--- src/rtl/seg_xlat_pkg.sv ---
// Shared types for the segment translator.
// Assumes: fault encoding is visible at the top ports as a 2-bit code.
package seg_xlat_pkg;
    typedef enum logic [1:0] {
        FLT_NONE   = 2'd0,
        FLT_UNUSED = 2'd1,
        FLT_LIMIT  = 2'd2,
        FLT_WPROT  = 2'd3
    } fault_e;

    typedef struct packed {
        logic        used;
        logic        wr_en;
        logic [15:0] base;
        logic [15:0] limit;
    } seg_ent_t;
endpackage

--- src/rtl/seg_table.sv ---
// Segment entry storage with a privilege-gated write port.
// Assumes: one write per cycle; read is combinational from registered state,
// so a write is seen by lookups after the edge that stores it.
module seg_table
    import seg_xlat_pkg::*;
#(
    parameter int SEG_BITS = 2
) (
    input  logic                clk,
    input  logic                rst_n,
    input  logic                kernel_mode,
    input  logic                wr_req,
    input  logic [SEG_BITS-1:0] wr_idx,
    input  seg_ent_t            wr_data,
    input  logic [SEG_BITS-1:0] rd_idx,
    output seg_ent_t            rd_data,
    output logic                illegal
);
    localparam int NSEG = 1 << SEG_BITS;

    seg_ent_t ent [NSEG];
    logic     wr_ok;

    assign wr_ok = wr_req && kernel_mode;

    for (genvar i = 0; i < NSEG; i++) begin : g_ent
        // Hold one entry; cleared to unused on reset.
        always_ff @(posedge clk) begin
            if (!rst_n) begin
                ent[i] <= '0;
            end else if (wr_ok && (wr_idx == SEG_BITS'(i))) begin
                ent[i] <= wr_data;
            end
        end
    end

    // Select the entry addressed by the lookup.
    always_comb begin
        rd_data = ent[rd_idx];
    end

    // Flag a write attempted outside kernel mode.
    always_ff @(posedge clk) begin
        if (!rst_n) begin
            illegal <= 1'b0;
        end else begin
            illegal <= wr_req && !kernel_mode;
        end
    end
endmodule

--- src/rtl/seg_check.sv ---
// Combinational permission and range check plus address formation.
// Assumes: BASE_W > OFF_BITS; the sum wraps modulo 2**BASE_W.
// Priority: unused, then limit, then write protect.
module seg_check
    import seg_xlat_pkg::*;
#(
    parameter int OFF_BITS = 12,
    parameter int BASE_W   = 16
) (
    input  seg_ent_t            ent,
    input  logic [OFF_BITS-1:0] offset,
    input  logic                is_write,
    output fault_e              fault,
    output logic [BASE_W-1:0]   pa
);
    localparam int PAD = BASE_W - OFF_BITS;

    logic [BASE_W-1:0] off_ext;

    assign off_ext = {{PAD{1'b0}}, offset};

    // Decide the fault code and the address.
    always_comb begin
        if (!ent.used) begin
            fault = FLT_UNUSED;
        end else if (off_ext >= ent.limit) begin
            fault = FLT_LIMIT;
        end else if (is_write && !ent.wr_en) begin
            fault = FLT_WPROT;
        end else begin
            fault = FLT_NONE;
        end
        pa = (fault == FLT_NONE) ? (ent.base + off_ext) : '0;
    end
endmodule

--- src/rtl/seg_xlat.sv ---
// Top: segment translator with a gated table-load port and a
// one-cycle request/response translate port.
// Assumes: always ready; one response per request, one cycle later.
module seg_xlat
    import seg_xlat_pkg::*;
#(
    parameter int SEG_BITS = 2,
    parameter int OFF_BITS = 12,
    parameter int BASE_W   = 16
) (
    input  logic                         clk,
    input  logic                         rst_n,
    input  logic                         kernel_mode,
    input  logic                         cfg_we,
    input  logic [SEG_BITS-1:0]          cfg_idx,
    input  logic [BASE_W-1:0]            cfg_base,
    input  logic [BASE_W-1:0]            cfg_limit,
    input  logic                         cfg_used,
    input  logic                         cfg_wr_en,
    output logic                         cfg_illegal,
    input  logic                         req_valid,
    input  logic [SEG_BITS+OFF_BITS-1:0] req_va,
    input  logic                         req_write,
    output logic                         rsp_valid,
    output logic [BASE_W-1:0]            rsp_pa,
    output logic [1:0]                   rsp_fault
);
    localparam int VA_W = SEG_BITS + OFF_BITS;

    seg_ent_t            wr_ent;
    seg_ent_t            rd_ent;
    logic [SEG_BITS-1:0] va_seg;
    logic [OFF_BITS-1:0] va_off;
    fault_e              chk_fault;
    logic [BASE_W-1:0]   chk_pa;

    assign va_seg = req_va[VA_W-1:OFF_BITS];
    assign va_off = req_va[OFF_BITS-1:0];

    // Pack the write fields into an entry.
    always_comb begin
        wr_ent       = '0;
        wr_ent.used  = cfg_used;
        wr_ent.wr_en = cfg_wr_en;
        wr_ent.base  = cfg_base;
        wr_ent.limit = cfg_limit;
    end

    seg_table #(.SEG_BITS(SEG_BITS)) u_table (
        .clk        (clk),
        .rst_n      (rst_n),
        .kernel_mode(kernel_mode),
        .wr_req     (cfg_we),
        .wr_idx     (cfg_idx),
        .wr_data    (wr_ent),
        .rd_idx     (va_seg),
        .rd_data    (rd_ent),
        .illegal    (cfg_illegal)
    );

    seg_check #(.OFF_BITS(OFF_BITS), .BASE_W(BASE_W)) u_check (
        .ent     (rd_ent),
        .offset  (va_off),
        .is_write(req_write),
        .fault   (chk_fault),
        .pa      (chk_pa)
    );

    // Register the response one cycle after the request.
    always_ff @(posedge clk) begin
        if (!rst_n) begin
            rsp_valid <= 1'b0;
            rsp_pa    <= '0;
            rsp_fault <= FLT_NONE;
        end else begin
            rsp_valid <= req_valid;
            if (req_valid) begin
                rsp_pa    <= chk_pa;
                rsp_fault <= chk_fault;
            end
        end
    end
endmodule

--- config.mk ---
export PLATFORM = sky130hd
export DESIGN_NAME = seg_xlat
export DESIGN_NICKNAME = d
export VERILOG_FILES = /design/src/rtl/seg_xlat_pkg.sv /design/src/rtl/seg_table.sv /design/src/rtl/seg_check.sv /design/src/rtl/seg_xlat.sv
export SDC_FILE = /design/constraint.sdc
export NUM_CORES = 1
export LEC_CHECK = 0
export BUFFER_PORTS_ARGS = -buffer_cell sky130_fd_sc_hd__clkbuf_2
export CELL_PAD_IN_SITES_DETAIL_PLACEMENT = 1
export CELL_PAD_IN_SITES_GLOBAL_PLACEMENT = 1
export CORE_ASPECT_RATIO = 1.4
export CORE_MARGIN = 4
export CORE_UTILIZATION = 49
export DETAILED_ROUTE_END_ITERATION = 6
export MAX_ROUTING_LAYER = met4
export PLACE_DENSITY = 0.9
export SYNTH_ARGS = -nofsm -noshare
export SYNTH_HDL_FRONTEND = slang
export SYNTH_SLANG_ARGS = --single-unit
--- constraint.sdc ---
create_clock -name clk -period 4.15 [get_ports clk]
set_clock_uncertainty 0.2 [all_clocks]
set_input_delay 0.415 -clock clk [delete_from_list [all_inputs] [get_ports clk]]
set_output_delay 0.415 -clock clk [all_outputs]
set_load 0.01 [all_outputs]
==> results of run 1 <==
## final timing paths
kind | startpoint | end | slack, ps
worst min-delay path | cfg_we | u_table.illegal | 90
worst min register to register | rsp_pa[5] | rsp_pa[5] | 280
worst max register to register | u_table.ent[1][16] | rsp_pa[12] | 880
worst max-delay path | u_table.ent[1][16] | rsp_pa[12] | 880
## what timing repair did
action	CTS	global route
hold buffers	1	0
hold endpoints to repair	1	0
setup buffers	0	0
## area by class of cell
| type | instances | area, um^2 | share of cell area (%) |
|---|---|---|---|
| timing repair buffer | 89 | 495 | 5.73 |
| sequential | 156 | 4480 | 51.9 |
| inverter | 17 | 63.8 | 0.738 |
| clock buffer | 20 | 437 | 5.05 |
| multi-input combinational | 332 | 2800 | 32.4 |
| tap | 192 | 240 | 2.78 |
| clock inverter | 12 | 115 | 1.33 |
| antenna | 1 | 2.50 | 0.0290 |
## through the flow
stage / cell area, um^2 / setup slack, ps / std cells / utilization [%]
after global routing: 8640 / 656 / 819 / 57.7
after global placement: 8080 / 605 / 785 / 53.9
after detailed placement: 8080 / 505 / 785 / 53.9
after CTS: 8640 / 887 / 818 / 57.6
after floorplan: 7440 / 427 / 529 / -
final: 8640 / 884 / 819 / 57.7
## worst max-delay path, stage by stage (launching register included)
cell and delay, ps:
edfxtp_1 380, mux4_2 460, ha_1 240, fa_1 420
a21oi_1 190, o21ai_0 230, a221o_2 460, nor4b_1 350
a211o_2 170, a22o_1 110
## logic make-up after synthesis
family	count (synthesis)	share of synthesized area, %
AOI/OAI and AO/OA	69	6.96
buffers and inverters	41	2.30
muxes	30	9.08
DFF	156	60.3
adders and majority gates	25	4.31
xor gates and xnor gates	12	1.41
and+or+nand+nor	196	15.7
## flip-flops by register name, summed over array words and instances, names as in the netlist
name	flops
rsp_fault	2
rsp_pa	16
rsp_valid	1
u_table.ent	136
u_table.illegal	1
## layer usage
metal,vias up,global-route usage [%]
met2,134,42.9
met1,2441,28.3
met4,0,9.11
li1,2126,-
met5,-,-
met3,32,3.86
## cells in the final DEF (no fill, tap or decap), drive strengths merged, types with 5 or more instances in the layout
cell type,netlist,layout
dfxtp,20,20
nor2,12,12
a22o,16,16
xnor2,5,5
ha,24,24
a21oi,12,12
buf,7,13
clkbuf,17,95
inv,17,20
xor2,7,7
nand3,5,5
nor3,7,7
and2,139,139
edfxtp,136,136
mux4,30,30
o21ai,15,15
nand2,17,17
clkinvlp,0,5
## power by group through the flow
| stage | logic (uW) | clock network, uW | registers (uW) |
|---|---|---|---|
| 2_1_floorplan | 314 | 0 | 1880 |
| 3_3_place_gp | 468 | 0 | 1870 |
| 3_5_place_dp | 491 | 0 | 1880 |
| 4_1_cts | 499 | 1500 | 1850 |
| 5_1_grt | 546 | 1570 | 1860 |
| 6_report | 497 | 1480 | 1850 |
## Yosys cell counts, types with 2 or more instances
library cell	n
nand3_1	5
edfxtp_1	136
a31oi_1	2
mux4_2	30
clkbuf_1	17
ha_1	24
buf_4	4
o21ai_0	15
xor2_1	7
a22o_1	16
nor2b_1	3
nor4_1	3
nor3_1	7
xnor2_1	5
nand2_1	17
a21o_1	3
nor2_1	12
a21oi_1	11
o21bai_1	4
buf_2	2
and2_1	139
nand2b_1	3
a211oi_1	4
dfxtp_1	20
and3_4	2
inv_1	16
nor4b_1	2
==> out/summary.txt, run 1 <==
Number of global-route vias before repair -> 5468
Post-CTS resize count -> 0
H-tree depth -> 4
Leading area contributor after synthesis -> edfxtp_1
Yosys top cell area share -> 54.9%
Worst-Margin Slew -> 1190 ps
Flop pwr share -> 48.3%
TritonCTS Buffers -> 17
RSZ-0062 raised after global routing -> no
Pwr/cell area -> 443 mW/mm^2
Post-layout min period -> 3270 ps
Routed met1 length -> 7610 um
FP Rows -> 53
Crit end category -> register
Wire length on met3 -> 755 um
Initial cell density of the core -> 49.6%
Sink Count -> 156
Static Leak -> 0.00333 uW
Relative slew slack -> 20.5%
Fill cells -> 1498
Number of cells on the worst hold path -> 3
Remaining global-route overflow -> 0
Max-cap violations -> 0
Die Width -> 112 um
Final net count -> 694
Wire per inst -> 23.9 um
Syn Std Cell Area -> 0.00744 mm^2
Initial DRC Count -> 338
Fin. Hold Viols -> 0
TritonCTS clock tree -> done
First-pass GRT wire length -> 31100 um
Run status -> finished, final reports clean
Maximum VDD drop -> 0.000277 V
Core area -> 0.0150 mm^2
Crit share post-route -> 78.7%
Top cells by area, synth -> edfxtp_1 55%, and2_1 12%, mux4_2 9.1%
Hold crit path type -> input pin to register
Port bufs -> 75
CTS clk-pin slew, worst paths -> 70 ps
FFs w/ async S/R, synth -> 0%
Routed wl met2 -> 10600 um
Fmax -> 0.306 GHz
Initial antenna violation count -> 1
Final setup fails -> 0
Clk root buf -> clkbuf_16
Cell count after synthesis -> 529
Synth unique cells -> 47
Area grow syn2layout -> 16.2%
Slew Limit Fails -> 0
Drc violations -> 0
Comb power frac -> 13.0%
Maximum root-to-sink buffer count -> 2
Total length of routed wires -> 19600 um
Critical path class -> register to register
Seq cells post-synth -> 156
Largest net degree at the start of global routing -> 35
Clk network pwr share -> 38.7%
I/O pins -> 76
1st-pass router iterations -> 6
R2R depth -> 9
Final GP Congestion -> 0.801
Most frequently used flop master after synthesis -> edfxtp_1
Syn_area_per_cell -> 14.1 um^2
Hold Slack -> 91.3 ps
Die area -> 0.0172 mm^2
Die extent in y -> 154 um
Register area share after synthesis -> 60.3%
Final TNS setup -> 0 ps
Synth warn -> 0
Via count -> 4733
Skew-Pair Late Insertion Delay -> 430 ps
Post-synth EDFFs -> 136
Syn Nets -> 610
Worst EP required -> 4320 ps
CP Max Fanout -> 5
Vias per cell -> 5.78
Switching power -> 978 uW
GRT Util Overall -> 24.5%
Uppermost routed layer -> met4
Internal Pwr Total -> 2850 uW
Pwr Total -> 3830 uW
CP startpoint kind -> register
Worst EP arrival -> 3430 ps
Sw frac -> 25.5%
Share of cells above drive strength 1 -> 25.7%
Hpwl dp -> 13000 um
Final ANT Viol Nets -> 0
Note: power is estimated with default switching activity, not from simulation.
==> inputs of run 2 (changes only) <==
CORE_UTILIZATION = 44   (was 49)
PLACE_DENSITY = 0.86   (was 0.9)
clock period = 2.72 ns   (was 4.15 ns; I/O delays follow)
==> run 2 against run 1 <==
The flow now finishes with violations (setup timing). Critical endpoint is now rsp_pa[14]. First-iteration DRC count up 2.7%. Clock power is 56% higher. Cell count increased by 12%. Worst hold slack worse by 45 ps. Final area grew 12%. Flip-flop and latch count unchanged. Global-route usage fell by 0.61 points. Non-clock buffer count up 85. Setup slack lost 1100 ps. Via count grew 8.8%. Sequential share of layout area down 5.6 points. Combinational power up 120%.
==> out/summary.txt, run 2 (synthesis results as in run 1) <==
CP Max Fanout -> 5
Most frequent cells in the layout -> 139 x and2_1, 136 x edfxtp_1, 74 x clkbuf_2
Crit path buffers/inverters -> 0
Initial antenna violation count -> 0
1st-pass router iterations -> 6
Maximum VDD drop -> 0.000387 V
TritonCTS clock tree -> done
Reg2reg start -> u_table.ent[3][16]
Critical path class -> register to register
Die extent in y -> 162 um
Cell family with most CP delay -> compound AO/OA/AOI/OAI gates
Skew-Pair Late Insertion Delay -> 440 ps
Worst EP required -> 2900 ps
Die area -> 0.0191 mm^2
Final GP Congestion -> 0.846
FF/Latch Area -> 0.00448 mm^2
Worst Setup SP -> u_table.ent[3][16]
CP startpoint kind -> register
Post-layout min period -> 2970 ps
Run status -> finished, violations left
Relative slew slack -> 61.9%
Failing checks -> setup timing
Wire length on met3 -> 856 um
Wire per inst -> 24.3 um
Pwr/cell area -> 643 mW/mm^2
Initial DRC Count -> 347
I/O pins -> 76
Worst-Margin Slew -> 571 ps
Hold crit path type -> input pin to register
Hold path start -> req_valid
Sink Count -> 156
Uppermost routed layer -> met4
Fmax -> 0.337 GHz
Number of cells on the worst hold path -> 2
Largest Register -> u_table.ent
Fin cells -> 914
First-pass GRT wire length -> 33400 um
Max FFs per register -> 136
Remaining global-route overflow -> 0
Clk root buf -> clkbuf_16
Initial cell density of the core -> 44.6%
Final setup margin -> -248 ps
Die Width -> 118 um
Routed met1 length -> 8410 um
Routed wl met2 -> 12300 um
R2R depth -> 9
Fill cells -> 1655
Worst EP arrival -> 3150 ps
TritonCTS Buffers -> 17
Area grow syn2layout -> 30.3%
Crit-path cells -> mux4_2 -> ha_4 -> fa_2 -> a21oi_4 -> o21ai_2 -> a221o_2 -> a2111oi_4 -> a211o_1 -> a22o_1
Total length of routed wires -> 22200 um
Static Leak -> 0.00377 uW
Final TNS setup -> -1510 ps
Max-cap violations -> 0
Fin. Hold Viols -> 0
Multi-input gate area -> 0.00308 mm^2
Via count -> 5151
Placed cells -> 834
Maximum root-to-sink buffer count -> 2
Final ANT Viol Nets -> 0
Critical path depth -> 9
Number of global-route vias before repair -> 5900
CTS clk-pin slew, worst paths -> 60 ps
Core area -> 0.0167 mm^2
Share of cells above drive strength 1 -> 34.3%
Slowest Stage Delay on Critical Path -> 520 ps
Biggest regs -> u_table.ent x136, rsp_pa x16, rsp_fault x2
Drc violations -> 0
Vias per cell -> 5.64
Setup WS pre-CTS -> -533 ps
Slew Limit Fails -> 0
Hold Slack -> 46.2 ps
H-tree depth -> 4
Port bufs -> 75
Hpwl dp -> 13500 um
Largest net degree at the start of global routing -> 35
Final setup fails -> 17
FP Rows -> 56
GRT Util Overall -> 23.9%
Crit end category -> register
Slowest CP cell -> mux4_2
RSZ-0062 raised after global routing -> yes
Diode count -> 0
Crit share post-route -> 109%
Most common cell after layout, fill and taps aside -> and2_1
Final net count -> 779
-- run 2: where the power goes --
part	internal, uW	switching [uW]
Combinational	529	571
Sequential	2760	65.2
Clock	1340	970
Total	4630	1610
-- run 2: final timing paths --
kind         slack [ps]    endpoint
max                -250  rsp_pa[14]
min                  50   rsp_valid
max reg2reg        -250  rsp_pa[14]
min reg2reg         280   rsp_pa[0]
-- run 2: area by class of cell --
class	count	share of cell area (%)
clock inverter	13	1.30
timing repair buffer	174	12.9
tap	203	2.62
sequential	156	46.3
inverter	17	0.658
clock buffer	19	4.47
multi-input combinational	332	31.8
-- run 2: metal layers --
layer / vias up / global-route usage [%]
li1: 2292 / -
met1: 2653 / 25.7
met2: 162 / 43.4
met3: 44 / 4.25
met4: 0 / 10.0
met5: - / -
-- run 2: stage by stage --
stage | utilization, % | area (um^2) | total power [uW]
after global placement | 50.6 | 8430 | 3660
final | 58.1 | 9690 | 6230
after global routing | 58.1 | 9690 | 6450
after detailed placement | 50.6 | 8430 | 3730
after CTS | 57.0 | 9510 | 6130
after floorplan | - | 7510 | 3350
-- run 2: worst register-to-register path, delay by kind of cell (launching register included) --
family	cells	cell delay [ps]
DFF	1	380
muxes	1	520
AOI/OAI and AO/OA	6	1260
adders and majority gates	2	570
-- run 2: timing repair --
| action | CTS | global route |
|---|---|---|
| endpoints found under the setup margin | 17 | 18 |
| pin swaps | 20 | 23 |
| resized for setup | 19 | 25 |
| setup buffers | 5 | 7 |
| hold endpoints to repair | 119 | 0 |
| gates cloned | 0 | 1 |
| hold buffers | 36 | 0 |
==> inputs of run 3 (changes only) <==
GPL_TIMING_DRIVEN = 0   (was not set)
==> run 3 against run 2 <==
The run still ends with setup timing left. Total power up 1.7%. First-iteration DRC count rose by 20%. Register-to-register slack worse by 20 ps. Cell count fell by 3.1%. Fmax fell by 0.54%. Worst hold slack got worse by 40 ps. Largest cell class unchanged.
==> out/summary.txt, run 3 (synthesis results as in run 1) <==
Initial DRC Count -> 417
Slowest Stage Delay on Critical Path -> 520 ps
Largest Register -> u_table.ent
TritonCTS Buffers -> 17
Slew Limit Fails -> 0
Total length of routed wires -> 22200 um
Sw frac -> 27.3%
Internal Pwr Total -> 4610 uW
Fin. Hold Viols -> 0
Core area -> 0.0167 mm^2
Critical path class -> register to register
Vias per cell -> 5.79
Fill cells -> 1645
Biggest regs -> u_table.ent x136, rsp_pa x16, rsp_fault x2
Maximum VDD drop -> 0.000450 V
Sink Count -> 156
Final net count -> 751
Largest net degree at the start of global routing -> 19
Wire per inst -> 25.1 um
Share of cells above drive strength 1 -> 29.3%
Diode count -> 0
Hpwl dp -> 14000 um
Die area -> 0.0191 mm^2
Number of global-route vias before repair -> 5562
Crit share post-route -> 110%
1st-pass router iterations -> 7
R2R depth -> 9
Skew-Pair Late Insertion Delay -> 440 ps
First-pass GRT wire length -> 33500 um
CTS clk-pin slew, worst paths -> 70 ps
Area grow syn2layout -> 27.7%
Final core utilization -> 57.0%
Run status -> finished, violations left
CP Max Fanout -> 5
Max FFs per register -> 136
Drc violations -> 0
Cell family with most CP delay -> compound AO/OA/AOI/OAI gates
Critical path depth -> 9
Flop pwr share -> 44.5%
Maximum root-to-sink buffer count -> 2
Final setup fails -> 16
Final GP Congestion -> 0.874
Pwr/cell area -> 667 mW/mm^2
Relative slew slack -> 49.2%
Crit end category -> register
Clk root buf -> clkbuf_16
Number of cells on the worst hold path -> 2
Static Leak -> 0.00366 uW
Final ANT Viol Nets -> 0
Most frequent cells in the layout -> 139 x and2_1, 136 x edfxtp_1, 75 x clkbuf_2
Max-cap violations -> 0
H-tree depth -> 4
Setup WS pre-CTS -> -1280 ps
I/O pins -> 76
Clk network pwr share -> 40.1%
Failing checks -> setup timing
Worst EP arrival -> 3170 ps
Worst-Margin Slew -> 759 ps
Hold crit path type -> input pin to register
Final setup margin -> -264 ps
Initial cell density of the core -> 44.6%
Post-layout min period -> 2980 ps
Crit-path cells -> mux4_2 -> ha_4 -> fa_2 -> a21oi_2 -> o21ai_2 -> a221o_2 -> a2111oi_4 -> a211o_1 -> a22o_1
Remaining global-route overflow -> 0
Slowest CP cell -> mux4_2
Worst EP required -> 2900 ps
FP Rows -> 56
TritonCTS clock tree -> done
Crit path buffers/inverters -> 0
Fmax -> 0.335 GHz
CP startpoint kind -> register
Port bufs -> 74
Initial antenna violation count -> 0
Via count -> 5126
Comb power frac -> 15.4%
GRT Util Overall -> 24.3%
Most common cell after layout, fill and taps aside -> and2_1
RSZ-0062 raised after global routing -> yes
Die Width -> 118 um
Switching power -> 1730 uW
Die extent in y -> 162 um
## run 3: final cells by class
class | count | area, um^2 | share of cell area [%]
Buffer | 24 | 186 | 1.96
Clock buffer | 17 | 425 | 4.48
Clock inverter | 15 | 201 | 2.12
Inverter | 17 | 63.8 | 0.671
Multi-Input combinational cell | 332 | 2990 | 31.4
Sequential cell | 156 | 4480 | 47.2
Tap cell | 203 | 254 | 2.67
Timing Repair Buffer | 122 | 901 | 9.48
## run 3: worst paths after layout
path	from	slack, ps	endpoint
max	u_table.ent[2][16]	-260	rsp_pa[14]
min	cfg_base[8]	7	u_table.ent[0][24]
max reg2reg	u_table.ent[2][16]	-260	rsp_pa[14]
min reg2reg	rsp_pa[0]	280	rsp_pa[0]
## run 3: what timing repair did
item	CTS	global route
hold buffers	33	0
setup buffers	7	3
gates resized for setup	26	15
pin swaps	13	20
gates cloned	1	0
hold endpoints to repair	112	0
endpoints found under the setup margin	18	46
## run 3: power by group through the flow
stage,clock [uW],sequential (uW),combinational (uW)
floorplan,0,2860,496
global placement,0,2860,715
detailed placement,0,2870,786
CTS,2530,2820,914
global route,2630,2830,1040
finish,2540,2820,976
## run 3: through the flow
step | hold slack, ps | instance area, um^2 | setup TNS, ps | power, uW | instances
CTS | 3.54 | 9410 | -814 | 6260 | 883
global placement | 256 | 8130 | -158090 | 3570 | 806
detailed placement | 265 | 8290 | -22290 | 3650 | 810
floorplan | 144 | 7510 | -2080 | 3350 | 529
global route | 16.1 | 9500 | -3900 | 6510 | 886
finish | 6.61 | 9500 | -2150 | 6340 | 886
## run 3: per-layer routing
metal / global-route usage (%) / part of all wire [%] / routed length [um]
met3: 4.42 / 4.9 / 1100
met2: 43.5 / 54 / 12100
met5: - / 0 / 0
met4: 9.92 / 3.4 / 757
met1: 26.7 / 37 / 8310
